`src/rtl/posted_wbuf.sv`:
```
module posted_wbuf #(
  parameter int AW = 6,
  parameter int NB = 4
) (
  input  logic              clk,
  input  logic              rst_n,
  input  logic              cmd_valid,
  input  logic              cmd_wr,
  input  logic [AW-1:0]     cmd_addr,
  input  logic [NB*8-1:0]   cmd_data,
  input  logic [NB-1:0]     cmd_be,
  output logic              arr_en,
  output logic              arr_we,
  output logic [AW-1:0]     arr_addr,
  output logic [NB*8-1:0]   arr_wdata,
  output logic [NB-1:0]     arr_be,
  input  logic [NB*8-1:0]   arr_rdata,
  output logic              rd_valid,
  output logic [NB*8-1:0]   rd_data
);
  localparam int DW = NB * 8;

  logic          pend_v;
  logic [AW-1:0] pend_a;
  logic [DW-1:0] pend_d;
  logic [NB-1:0] pend_be;

  logic          rv_q;
  logic [DW-1:0] fwd_d;
  logic [NB-1:0] fwd_be;

  logic wr, rd, hit;

  assign wr  = cmd_valid & cmd_wr;
  assign rd  = cmd_valid & ~cmd_wr;
  assign hit = rd & pend_v & (cmd_addr == pend_a);

  assign arr_en    = rd | (wr & pend_v);
  assign arr_we    = wr & pend_v;
  assign arr_addr  = wr ? pend_a : cmd_addr;
  assign arr_wdata = pend_d;
  assign arr_be    = pend_be;

  always_ff @(posedge clk) begin
    if (!rst_n) begin
      pend_v  <= 1'b0;
      pend_a  <= '0;
      pend_d  <= '0;
      pend_be <= '0;
    end else if (wr) begin
      pend_v  <= 1'b1;
      pend_a  <= cmd_addr;
      pend_d  <= cmd_data;
      pend_be <= cmd_be;
    end
  end

  always_ff @(posedge clk) begin
    if (!rst_n) begin
      rv_q   <= 1'b0;
      fwd_d  <= '0;
      fwd_be <= '0;
    end else begin
      rv_q   <= rd;
      fwd_d  <= pend_d;
      fwd_be <= hit ? pend_be : '0;
    end
  end

  assign rd_valid = rv_q;

  for (genvar i = 0; i < NB; i++) begin : g_lane
    assign rd_data[i*8 +: 8] = fwd_be[i] ? fwd_d[i*8 +: 8] : arr_rdata[i*8 +: 8];
  end
endmodule

```
`config.mk`:
```
export PLATFORM = sky130hd
export DESIGN_NAME = posted_wbuf
export DESIGN_NICKNAME = d
export VERILOG_FILES = /design/src/rtl/posted_wbuf.sv
export SDC_FILE = /design/constraint.sdc
export NUM_CORES = 1
export LEC_CHECK = 0
export ABC_CLOCK_PERIOD_IN_PS = 1450
export BUFFER_PORTS_ARGS = -buffer_cell sky130_fd_sc_hd__buf_2
export CORE_ASPECT_RATIO = 0.7
export CORE_MARGIN = 2
export CORE_UTILIZATION = 49
export CTS_CLUSTER_SIZE = 28
export DETAILED_ROUTE_END_ITERATION = 8
export PLACE_DENSITY = 0.95
export SLEW_MARGIN = 25
export SYNTH_ARGS = -nofsm -noshare
export SYNTH_HDL_FRONTEND = slang
export SYNTH_SLANG_ARGS = --single-unit
```
`constraint.sdc`:
```
create_clock -name clk -period 1.45 [get_ports clk]
set_clock_uncertainty 0.15 [all_clocks]
set_input_delay 0.0725 -clock clk [delete_from_list [all_inputs] [get_ports clk]]
set_output_delay 0.0725 -clock clk [all_outputs]
set_load 0.05 [all_outputs]
```
==> qor.csv, run 1 <==
stage;metric;value;unit
critical_path;endpoint_kind;primary output;
critical_path;cp_slowest_cell;dfxtp_4;
global_routing;met2_usage;48.4;%
drt;wl_per_cell;15.8;µm
yosys;ys_warn_count;0;
yosys;postSynthCellCount;333;
global_routing;grt_pass1_vias;3032;
yosys;syn-cell-area;3180;µm²
job;max_cap_viol_count;0;
floorplan;rows;24;
critical_path;crit_chain;mux2_4 > buf_6;
yosys;yosysTopAreaCell;dfxtp_1;
critical_path;required;1.23;ns
timing;fin_ws;-0.0591;ns
placement;dp.final_hpwl;5.45;mm
power;power_density;1020;nW/µm²
global_routing;gr-total-overflow;0;
run_status;violations;setup timing;
timing;finalHoldViolCount;0;
timing;rsz0062_at_grt;true;
cts;clk_path_buf_depth;2;
power;cellLeakagePower;2.33;nW
drt;vias;3029;
floorplan;die_h;71.4;µm
floorplan;dieArea;7170;µm²
global_routing;grt_max_degree;76;
power;p_seq_share;44.9;%
cts;cts_root_buf;clkbuf_8;
cts;cts_num_sinks;80;
yosys;synthFlopType;dfxtp_1;
placement;place_congestion;0.813;
global_routing;top_usage_layer;met2;
timing;slew_viol_final;0;
global_routing;globalRouteMet1Util;30.0;%
yosys;synth_mux_area_share;11.3;%
drt;viasPerCell;4.94;
critical_path;reg2reg_depth;3;
yosys;synthTopCellsByCount;nand2_1, dfxtp_1, and2_1, mux2_2, a21boi_0;
worst_hold_path;hold_depth;4;
cts;cts_buffers;9;
critical_path;slowest_delay;0.46;ns
critical_path;critical_path_class;flop to primary output;
yosys;synth-adder-area-share;0;%
yosys;yosysSeqAreaShare;50.3;%
worst_hold_path;hp-class;input port to flop;
power;p_sw_share;28.5;%
run_status;status;complete, but fails checks;
power;power.internal;3.69;mW
yosys;synth.most_common_cell;nand2_1;
global_routing;antenna_found_initial;0;
cts;cts_tree;built;
yosys;async_reset_ff_share;0;%
yosys;synthesis.nets;411;
placement;dp_slack;0.0970;ns
yosys;synth_top_cell_area_share;50.3;%
cells_and_area;nFillCells;352;
cts;htreeDepth;3;
timing;finalCritPeriodShare;104;%
power;p_switching;1.47;mW
timing;fin_crit;1.51;ns
placement;port_buffers;154;
cts;clk_pin_slew;0.08;ns
floorplan;initial_core_util;51.0;%
cells_and_area;nNetsFinal;608;
cells_and_area;drive_above_1_share;43.0;%
timing;maxSlewHeadroom;73.1;%
drt;antenna_left;0;
drt;drt_pass1_iterations;4;
yosys;synth-xor-area-share;1.65;%
cells_and_area;diodes;0;
cts;post-cts-setup-buffer-count;0;
drt;routed_wl;9.69;mm
drt;drcViolationCount;0;
floorplan;dieWidth;100;µm
timing;holdWs;0.109;ns
critical_path;rrSetupSlack;0.17;ns
power;power_frac_comb;21.4;%
power;irDropWorstVdd;743;µV
yosys;synth_top_family_by_area;simple AND/OR/NAND/NOR gates;
yosys;ys_ff_latch;80;
critical_path;worstPathMaxFanout;8;
power;clkPwrFrac;33.6;%
critical_path;cp.arrival;1.29;ns
yosys;syn_area_per_cell;9.56;µm²
floorplan;core;6250;µm²
yosys;synth.distinct_cells;18;
yosys;synth_edf_count;0;
global_routing;grt_pass1_wl;14.6;mm
timing;tightest_slew;0.403;ns
floorplan;io_pins;155;
drt;drt-initial-drc-count;150;
cells_and_area;area_growth;58.6;%
timing;fmax;663;MHz
global_routing;grt_use_total;26.6;%
yosys;synthSimpleGateAreaFrac;20.7;%
cts;clock_latency;0.34;ns
timing;setup_violations;33;
global_routing;grtUsageMet3;7.32;%
yosys;synth_compound_area_share;12.0;%
yosys;synth_area_leaders;dfxtp_1, nand2_1, mux2_2;
critical_path;critPathLaunchType;flop;
## per-stage QoR
step | power (mW) | util, % | setup TNS (ns) | cell area (µm²) | instances
2_1_floorplan | 2.99 | - | 0 | 3180 | 333
3_3_place_gp | 3.23 | 64.3 | 0 | 4020 | 553
3_5_place_dp | 3.25 | 64.3 | 0 | 4020 | 553
4_1_cts | 5.14 | 80.0 | -1.43 | 5000 | 613
5_1_grt | 5.36 | 80.8 | -2.73 | 5050 | 613
6_report | 5.17 | 80.8 | -1.42 | 5050 | 613
## worst max-delay path, delay by kind of cell (launching register included)
family | cells | cell delay, ns
buffers and inverters | 1 | 0.16
multiplexers | 1 | 0.33
flip-flops | 1 | 0.46
## state kept, by name (all words and copies together), names as in the netlist
register   flops
fwd_d         32
rd_valid       1
arr_be         4
fwd_be         4
pend_a         6
arr_wdata     32
pend_v         1
## final timing paths
kind | start | to
worst max-delay path | fwd_be[3] | rd_data[26]
worst min-delay path | cmd_wr | pend_a[2]
worst max register to register | pend_a[4] | fwd_be[2]
worst min register to register | arr_be[3] | fwd_be[3]
## what timing repair did
action                                  CTS  global route
gates cloned                              0             0
endpoints found under the setup margin   32            36
resized for setup                       102            15
hold buffers                             44             0
hold endpoints to repair                 47             0
## power by group through the flow
| stage | clock network (mW) | logic, mW | registers [mW] |
|---|---|---|---|
| 3_3_place_gp | 0 | 0.861 | 2.37 |
| 3_5_place_dp | 0 | 0.879 | 2.37 |
| 6_report | 1.74 | 1.11 | 2.32 |
| 2_1_floorplan | 0 | 0.464 | 2.53 |
| 5_1_grt | 1.87 | 1.16 | 2.33 |
| 4_1_cts | 1.76 | 1.07 | 2.32 |
## kinds of logic after synthesis
| group | Yosys count |
|---|---|
| DFF | 80 |
| AOI/OAI and AO/OA | 44 |
| muxes | 32 |
| and+or+nand+nor | 148 |
| buffers and inverters | 23 |
| xor gates and xnor gates | 6 |
## final cells by class
type,count,area (µm²),share of cell area (%)
timing repair buffer,208,1550,30.6
clock buffer,11,131,2.60
multi-input combinational,230,1580,31.2
tap,78,97.6,1.93
inverter,1,3.75,0.0743
clock inverter,5,81.3,1.61
sequential,80,1610,32.0
## routing by layer
metal  up-vias  share of wire [%]
met5         -                  0
met1      1405                 40
met2       136                 51
met3        21                6.7
met4         0                2.1
li1       1467                  -
## layout by cell type (no fill, tap or decap)
| cell type | instances |
|---|---|
| buf_12 | 1 |
| buf_8 | 10 |
| xnor2_1 | 6 |
| a21boi_2 | 14 |
| buf_2 | 120 |
| clkbuf_8 | 9 |
| dfxtp_4 | 3 |
| and2_4 | 1 |
| bufinv_16 | 2 |
| buf_4 | 9 |
| nand4_1 | 1 |
| clkinv_4 | 1 |
| a21boi_1 | 1 |
| mux2_4 | 32 |
| buf_6 | 23 |
| and2_1 | 32 |
| nand2_1 | 103 |
| inv_1 | 1 |
| dfxtp_2 | 1 |
| nand2_2 | 1 |
| nor3_1 | 4 |
| clkinvlp_4 | 1 |
| dlygate4sd3_1 | 44 |
| dfxtp_1 | 76 |
| nand3_1 | 4 |
| clkbuf_4 | 1 |
| clkbuf_1 | 2 |
| clkinv_2 | 1 |
| nor2_1 | 1 |
| a21boi_0 | 29 |
| and3b_1 | 1 |
Power figures use the tool's default switching activity.
==> run 2, diff against run 1 <==
Settings changed: BUFFER_PORTS_ARGS -buffer_cell sky130_fd_sc_hd__buf_2 to not set, CORE_UTILIZATION 49 to 55, DONT_BUFFER_PORTS set to 1, PLACE_DENSITY 0.95 to 0.81.
==> qor.csv, run 2 <==
stage;metric;value;unit;change
placement;placed_area;3600;µm²;-10%
placement;dp.final_hpwl;4.71;mm;-13%
cts;cts.hold.buffers_added;101;;+130%
yosys;synthFlopType;dfxtp_1;;
cts;clk_path_buf_depth;2;;unchanged
cts;htreeDepth;3;;unchanged
yosys;synthTopCellsByCount;nand2_1, dfxtp_1, and2_1, mux2_2, a21boi_0;;
yosys;yosysTopAreaCell;dfxtp_1;;
cts;post-cts-setup-buffer-count;0;;unchanged
yosys;async_reset_ff_share;0;%;unchanged
cts;cts_buffers;9;;unchanged
floorplan;initial_core_util;56.1;%;+5.2 points
floorplan;die_h;67.7;µm;-5.3%
floorplan;rows;23;;-4.2%
cts;postCtsResizedCells;14;;-86%
run_status;lastStage;4_1_cts;;
yosys;yosysSeqAreaShare;50.3;%;unchanged
placement;dp_cells;433;;-22%
yosys;synth.most_common_cell;nand2_1;;
yosys;synth_edf_count;0;;unchanged
yosys;ys_warn_count;0;;unchanged
run_status;status;did not finish;;
yosys;synth_top_cell_area_share;50.3;%;unchanged
placement;place_congestion;0.734;;-9.8%
cts;cts_root_buf;clkbuf_8;;
yosys;syn_area_per_cell;9.56;µm²;unchanged
run_status;firstError;[ERROR RSZ-0060] Max buffer count reached.;;
yosys;synth.distinct_cells;18;;unchanged
cts;cts_num_sinks;80;;unchanged
yosys;synth_area_leaders;dfxtp_1, nand2_1, mux2_2;;
placement;port_buffers;0;;-100%
yosys;synthesis.nets;411;;unchanged
yosys;syn-cell-area;3180;µm²;unchanged
floorplan;io_pins;155;;unchanged
yosys;ys_ff_latch;80;;unchanged
floorplan;dieWidth;94.9;µm;-5.4%
yosys;postSynthCellCount;333;;unchanged
## run 2: cells by family after synthesis
family	count (synthesis)	share of synthesized area (%)
AO/OA/AOI/OAI	44	12.0
XOR/XNOR	6	1.65
flip-flops	80	50.3
AND/OR/NAND/NOR	148	20.7
multiplexers	32	11.3
buffers and inverters	23	4.01
## run 2: stage by stage
stage / util [%] / setup WS [ns] / hold WS, ns
detailed placement: 63.4 / 0.0921 / 0.0564
global placement: 63.4 / 0.167 / 0.0532
floorplan: - / 0.138 / 0.0673
==> run 3, diff against run 2 <==
Settings changed: CORE_ASPECT_RATIO 0.7 to not set, CORE_UTILIZATION 55 to 40, CTS_CLUSTER_SIZE 28 to not set, PLACE_DENSITY 0.81 to not set, PLACE_DENSITY_LB_ADDON set to 0.15.
==> qor.csv, run 3 (synthesized netlist as in run 1, its figures left out) <==
stage;metric;value;unit;change
drt;drcViolationCount;0;;
placement;dp_slack;0.135;ns;+0.0427 ns
floorplan;io_pins;155;;unchanged
power;irDropWorstVdd;601;µV;
critical_path;required;1.23;ns;
drt;drt-initial-drc-count;42;;
run_status;status;complete, but fails checks;;
critical_path;critPathLaunchType;flop;;
critical_path;slowest_delay;0.48;ns;
drt;vias;2535;;
cells_and_area;diodes;0;;
global_routing;grt_pass1_vias;2577;;
global_routing;globalRouteMet1Util;20.6;%;
drt;drt_pass1_iterations;6;;
cts;clock_latency;0.33;ns;
drt;viasPerCell;4.65;;
power;cellLeakagePower;1.97;nW;
cells_and_area;nFillCells;693;;
timing;setup_violations;7;;
global_routing;antenna_found_initial;0;;
drt;antenna_left;0;;
global_routing;grt_pass1_wl;12.1;mm;
power;power;5.07;mW;
floorplan;dieWidth;93.2;µm;-1.8%
critical_path;cp_slowest_cell;mux2_2;;
floorplan;dieArea;8690;µm²;
floorplan;initial_core_util;41.2;%;-15 points
critical_path;cp.arrival;1.26;ns;
worst_hold_path;hold_depth;3;;
timing;holdWs;0.0126;ns;
critical_path;worstPathMaxFanout;8;;
cts;htreeDepth;3;;unchanged
floorplan;rows;32;;+39%
cells_and_area;layout_common_cells;nand2_1, dfxtp_1, dlygate4sd3_1;;
placement;dp.final_hpwl;4.68;mm;-0.78%
critical_path;endpoint_kind;primary output;;
timing;finalCritPeriodShare;102;%;
global_routing;top_usage_layer;met2;;
global_routing;grt_use_total;17.8;%;
timing;tightest_slew;0.514;ns;
cts;cts_buffers;9;;unchanged
drt;routed_wl;7.75;mm;
critical_path;worst-path-buf-inv;0;;
placement;place_congestion;0.710;;-3.2%
cts;cts_num_sinks;80;;unchanged
global_routing;grt_max_degree;54;;
drt;wl_per_cell;14.2;µm;
timing;slew_viol_final;0;;
timing;maxSlewHeadroom;65.7;%;
global_routing;grtUsageMet3;4.19;%;
critical_path;crit_family;multiplexers;;
cts;post-cts-setup-buffer-count;0;;unchanged
worst_hold_path;hp-class;input port to flop;;
placement;placed_area;3640;µm²;+1.1%
critical_path;critical_path_class;flop to primary output;;
cts;clk_pin_slew;0.08;ns;
job;max_cap_viol_count;0;;
cells_and_area;drive_above_1_share;26.9;%;
timing;fmax;677;MHz;
cells_and_area;nNetsFinal;516;;
timing;rsz0062_at_grt;true;;
cells_and_area;fin_util;60.8;%;
power;power_density;1080;nW/µm²;
cells_and_area;postLayoutCellArea;4700;µm²;
placement;port_buffers;0;;unchanged
cts;clk_path_buf_depth;2;;unchanged
run_status;violations;setup timing;;
floorplan;die_h;93.2;µm;+38%
critical_path;reg2reg_depth;3;;
cts;cts_root_buf;clkbuf_8;;
floorplan;core;7730;µm²;
timing;fin_ws;-0.0280;ns;
critical_path;path_depth;1;;
timing;finalHoldViolCount;0;;
cells_and_area;area_growth;47.5;%;
cts;cts_tree;built;;
global_routing;met2_usage;32.1;%;
cells_and_area;final_common_cell;nand2_1;;
critical_path;crit_chain;mux2_2;;
global_routing;gr-total-overflow;0;;
timing;fin_crit;1.48;ns;
-- run 3: final timing paths --
| kind | from | end | slack, ns |
|---|---|---|---|
| setup / recovery | fwd_be[2] | rd_data[21] | -0.03 |
| hold / removal | cmd_wr | arr_wdata[31] | 0.01 |
| setup reg to reg | arr_wdata[0] | fwd_d[0] | 0.05 |
| hold reg to reg | arr_be[2] | fwd_be[2] | 0.30 |
-- run 3: final cells by class --
| cell class | instances | area [µm²] | share of cell area, % |
|---|---|---|---|
| flip-flops and latches | 80 | 1620 | 34.5 |
| well taps | 102 | 128 | 2.72 |
| clock inverters | 5 | 80.1 | 1.71 |
| multi-input cells | 230 | 1560 | 33.1 |
| clock buffers | 11 | 141 | 3.01 |
| repair buffers | 116 | 1170 | 24.9 |
| inverters | 1 | 3.75 | 0.0799 |
-- run 3: metrics by stage --
stage	instances	setup TNS, ns
after floorplan	333	0
after global placement	461	0
after detailed placement	461	0
after CTS	546	-0.756
after global routing	545	-0.508
final	545	-0.173
-- run 3: where the power goes --
group	switching (mW)	leakage [nW]	total (mW)	internal (mW)
Sequential	0.0492	0.656	2.32	2.27
Combinational	0.594	1.21	0.970	0.376
Clock	0.771	0.106	1.79	1.01
Total	1.41	1.97	5.07	3.66
-- run 3: metal layers --
| metal | wire, µm | part of all wire (%) |
|---|---|---|
| met2 | 3950 | 51 |
| met4 | 72 | 0.93 |
| met5 | 0 | 0 |
| met3 | 485 | 6.3 |
| met1 | 3240 | 42 |
-- run 3: worst register-to-register path, delay by kind of cell (launching register included) --
kind,cells,cell delay (ns)
buffers and inverters,2,0.69
DFF,1,0.32
and+or+nand+nor,1,0.14
-- run 3: what timing repair did --
action	4_1_cts	5_1_grt
gates resized for setup	29	10
hold buffers	69	0
setup endpoints to repair	32	36
gates cloned	0	0
endpoints found under the hold margin	80	0
==> run 4, diff against run 3 <==
Settings changed: ABC_CLOCK_PERIOD_IN_PS 1450 to 1350, CORE_MARGIN 2 to 4, REMOVE_ABC_BUFFERS set to 1.
Clock period 1.45 ns to 1.35 ns, I/O delays scaled along.
==> qor.csv, run 4 (synthesized netlist as in run 1, its figures left out) <==
stage;metric;value;unit;change
run_status;status;complete, but fails checks;;
run_status;violations;setup timing;;
placement;dp.final_hpwl;4.95;mm;+5.7%
critical_path;cp.arrival;1.21;ns;-0.05 ns
drt;vias;2656;;+4.8%
timing;holdWs;0.00962;ns;-0.00297 ns
global_routing;globalRouteMet1Util;20.7;%;+0.061 points
critical_path;rrSetupSlack;0.06;ns;about the same
floorplan;rows;32;;unchanged
worst_hold_path;hp-class;input port to flop;;
power;power;5.60;mW;+10%
drt;antenna_left;0;;unchanged
cells_and_area;nNetsFinal;530;;+2.7%
cts;cts_num_sinks;80;;unchanged
power;irDropWorstVdd;637;µV;+6.0%
critical_path;critical_path_class;flop to primary output;;
drt;viasPerCell;4.77;;+2.5%
critical_path;r2r_end;arr_wdata[10];;
timing;slew_viol_final;0;;unchanged
cells_and_area;drive_above_1_share;27.9;%;+1.0 points
cts;htreeDepth;3;;unchanged
timing;finalCritPeriodShare;106;%;
power;cellLeakagePower;2.10;nW;+6.5%
timing;maxSlewHeadroom;66.6;%;+0.89 points
drt;drt-initial-drc-count;69;;+64%
floorplan;initial_core_util;41.2;%;unchanged
critical_path;endpoint_kind;primary output;;
cts;clk_pin_slew;0.08;ns;about the same
global_routing;gr-total-overflow;0;;unchanged
critical_path;critPathLaunchType;flop;;
cells_and_area;final_common_cell;nand2_1;;
critical_path;required;1.13;ns;-0.10 ns
timing;fmax;701;MHz;
global_routing;grt_pass1_vias;2948;;+14%
power;power_density;1140;nW/µm²;+5.7%
floorplan;die_h;97.2;µm;+4.3%
cells_and_area;layout_common_cells;nand2_1, dlygate4sd3_1, dfxtp_1;;
drt;drcViolationCount;0;;unchanged
global_routing;grt_max_degree;45;;-17%
cells_and_area;diodes;0;;unchanged
cts;cts_buffers;9;;unchanged
global_routing;met2_usage;33.6;%;+1.5 points
cells_and_area;fin_util;63.4;%;+2.7 points
critical_path;timing.rr.start;arr_wdata[10];;
cts;clk_path_buf_depth;2;;unchanged
drt;routed_wl;8.53;mm;+10%
floorplan;dieWidth;97.2;µm;+4.3%
floorplan;core;7730;µm²;unchanged
global_routing;grt_use_total;18.7;%;+0.89 points
cells_and_area;nFillCells;665;;-4.0%
cts;cts_tree;built;;
global_routing;antenna_found_initial;0;;unchanged
global_routing;grtUsageMet3;5.53;%;+1.3 points
cts;clock_latency;0.34;ns;about the same
critical_path;crit_start;fwd_be[1];;
timing;rsz0062_at_grt;true;;
timing;setup_violations;32;;+25
global_routing;top_usage_layer;met2;;
cts;cts_root_buf;clkbuf_8;;
cells_and_area;area_growth;54.0;%;
timing;tightest_slew;0.501;ns;-0.0134 ns
drt;wl_per_cell;15.3;µm;+7.7%
timing;fin_ws;-0.0763;ns;-0.0483 ns
placement;port_buffers;0;;unchanged
drt;drt_pass1_iterations;4;;-2
cts;post-cts-setup-buffer-count;0;;unchanged
critical_path;reg2reg_depth;3;;unchanged
floorplan;dieArea;9450;µm²;+8.8%
placement;place_congestion;0.689;;-2.9%
global_routing;grt_pass1_wl;14.3;mm;+18%
critical_path;worstPathMaxFanout;8;;unchanged
timing;finalHoldViolCount;0;;unchanged
job;max_cap_viol_count;0;;unchanged
timing;fin_crit;1.43;ns;
critical_path;critPathCapture;rd_data[9];;
floorplan;io_pins;155;;unchanged
run 4: cell count changes in the layout (fill, tap and decap cells not counted), moves of 2 or more:
cell	change
dlygate4sd3_1	+11
mux2_4	+7
clkinvlp_4	-2
dfxtp_2	+10
mux2_2	-7
buf_12	+5
dfxtp_1	-6
dfxtp_4	-4
run 4: timing repair:
item                       in CTS  in global routing
pin swaps                       0                  1
hold endpoints to repair       80                  2
resized for setup              36                  9
hold buffers                   78                  2
setup endpoints to repair      32                 39
run 4: area by class of cell:
type                    instances  area (µm²)  share of cell area (%)
well taps                     102         128                    2.60
inverters                       1        3.75                  0.0766
repair buffers                130        1350                    27.6
multi-input cells             230        1580                    32.2
clock buffers                  10         128                    2.60
clock inverters                 4        95.1                    1.94
flip-flops and latches         80        1620                    33.0
run 4: worst min path at each step:
stage                       from            end  slack, ns  cells past startpoint
after floorplan            rst_n       fwd_d[0]       0.04                      1
after global placement     rst_n      fwd_d[19]       0.05                      1
after detailed placement   rst_n      fwd_d[20]       0.05                      1
after CTS                 cmd_wr   arr_wdata[0]       0.01                      3
after global routing      cmd_wr  arr_wdata[13]       0.03                      3
final                     cmd_wr   arr_wdata[9]       0.01                      3
run 4: where the power goes:
part | leakage, nW | switching [mW] | internal [mW]
logic | 1.33 | 0.643 | 0.425
registers | 0.657 | 0.0536 | 2.45
clock network | 0.112 | 0.826 | 1.21
run 4: routing by layer:
layer | part of all wire [%] | routed length (µm)
met5 | 0 | 0
met4 | 1.9 | 158
met3 | 6.3 | 541
met2 | 52 | 4470
met1 | 39 | 3360
run 4: through the flow:
step                      setup TNS (ns)  setup WS [ns]  instance area (µm²)  std cells
after floorplan                    -2.07         -0.449                 3060        311
after global placement                 0          0.129                 3730        465
after detailed placement               0          0.155                 3730        465
after CTS                          -2.89        -0.0962                 4890        557
after global routing               -3.46         -0.117                 4900        557
final                              -2.19        -0.0763                 4900        557
run 4: critical path: stages, from the launching register on:
cell	delay, ns
dfxtp_2	0.34
buf_12	0.14
mux2_4	0.39
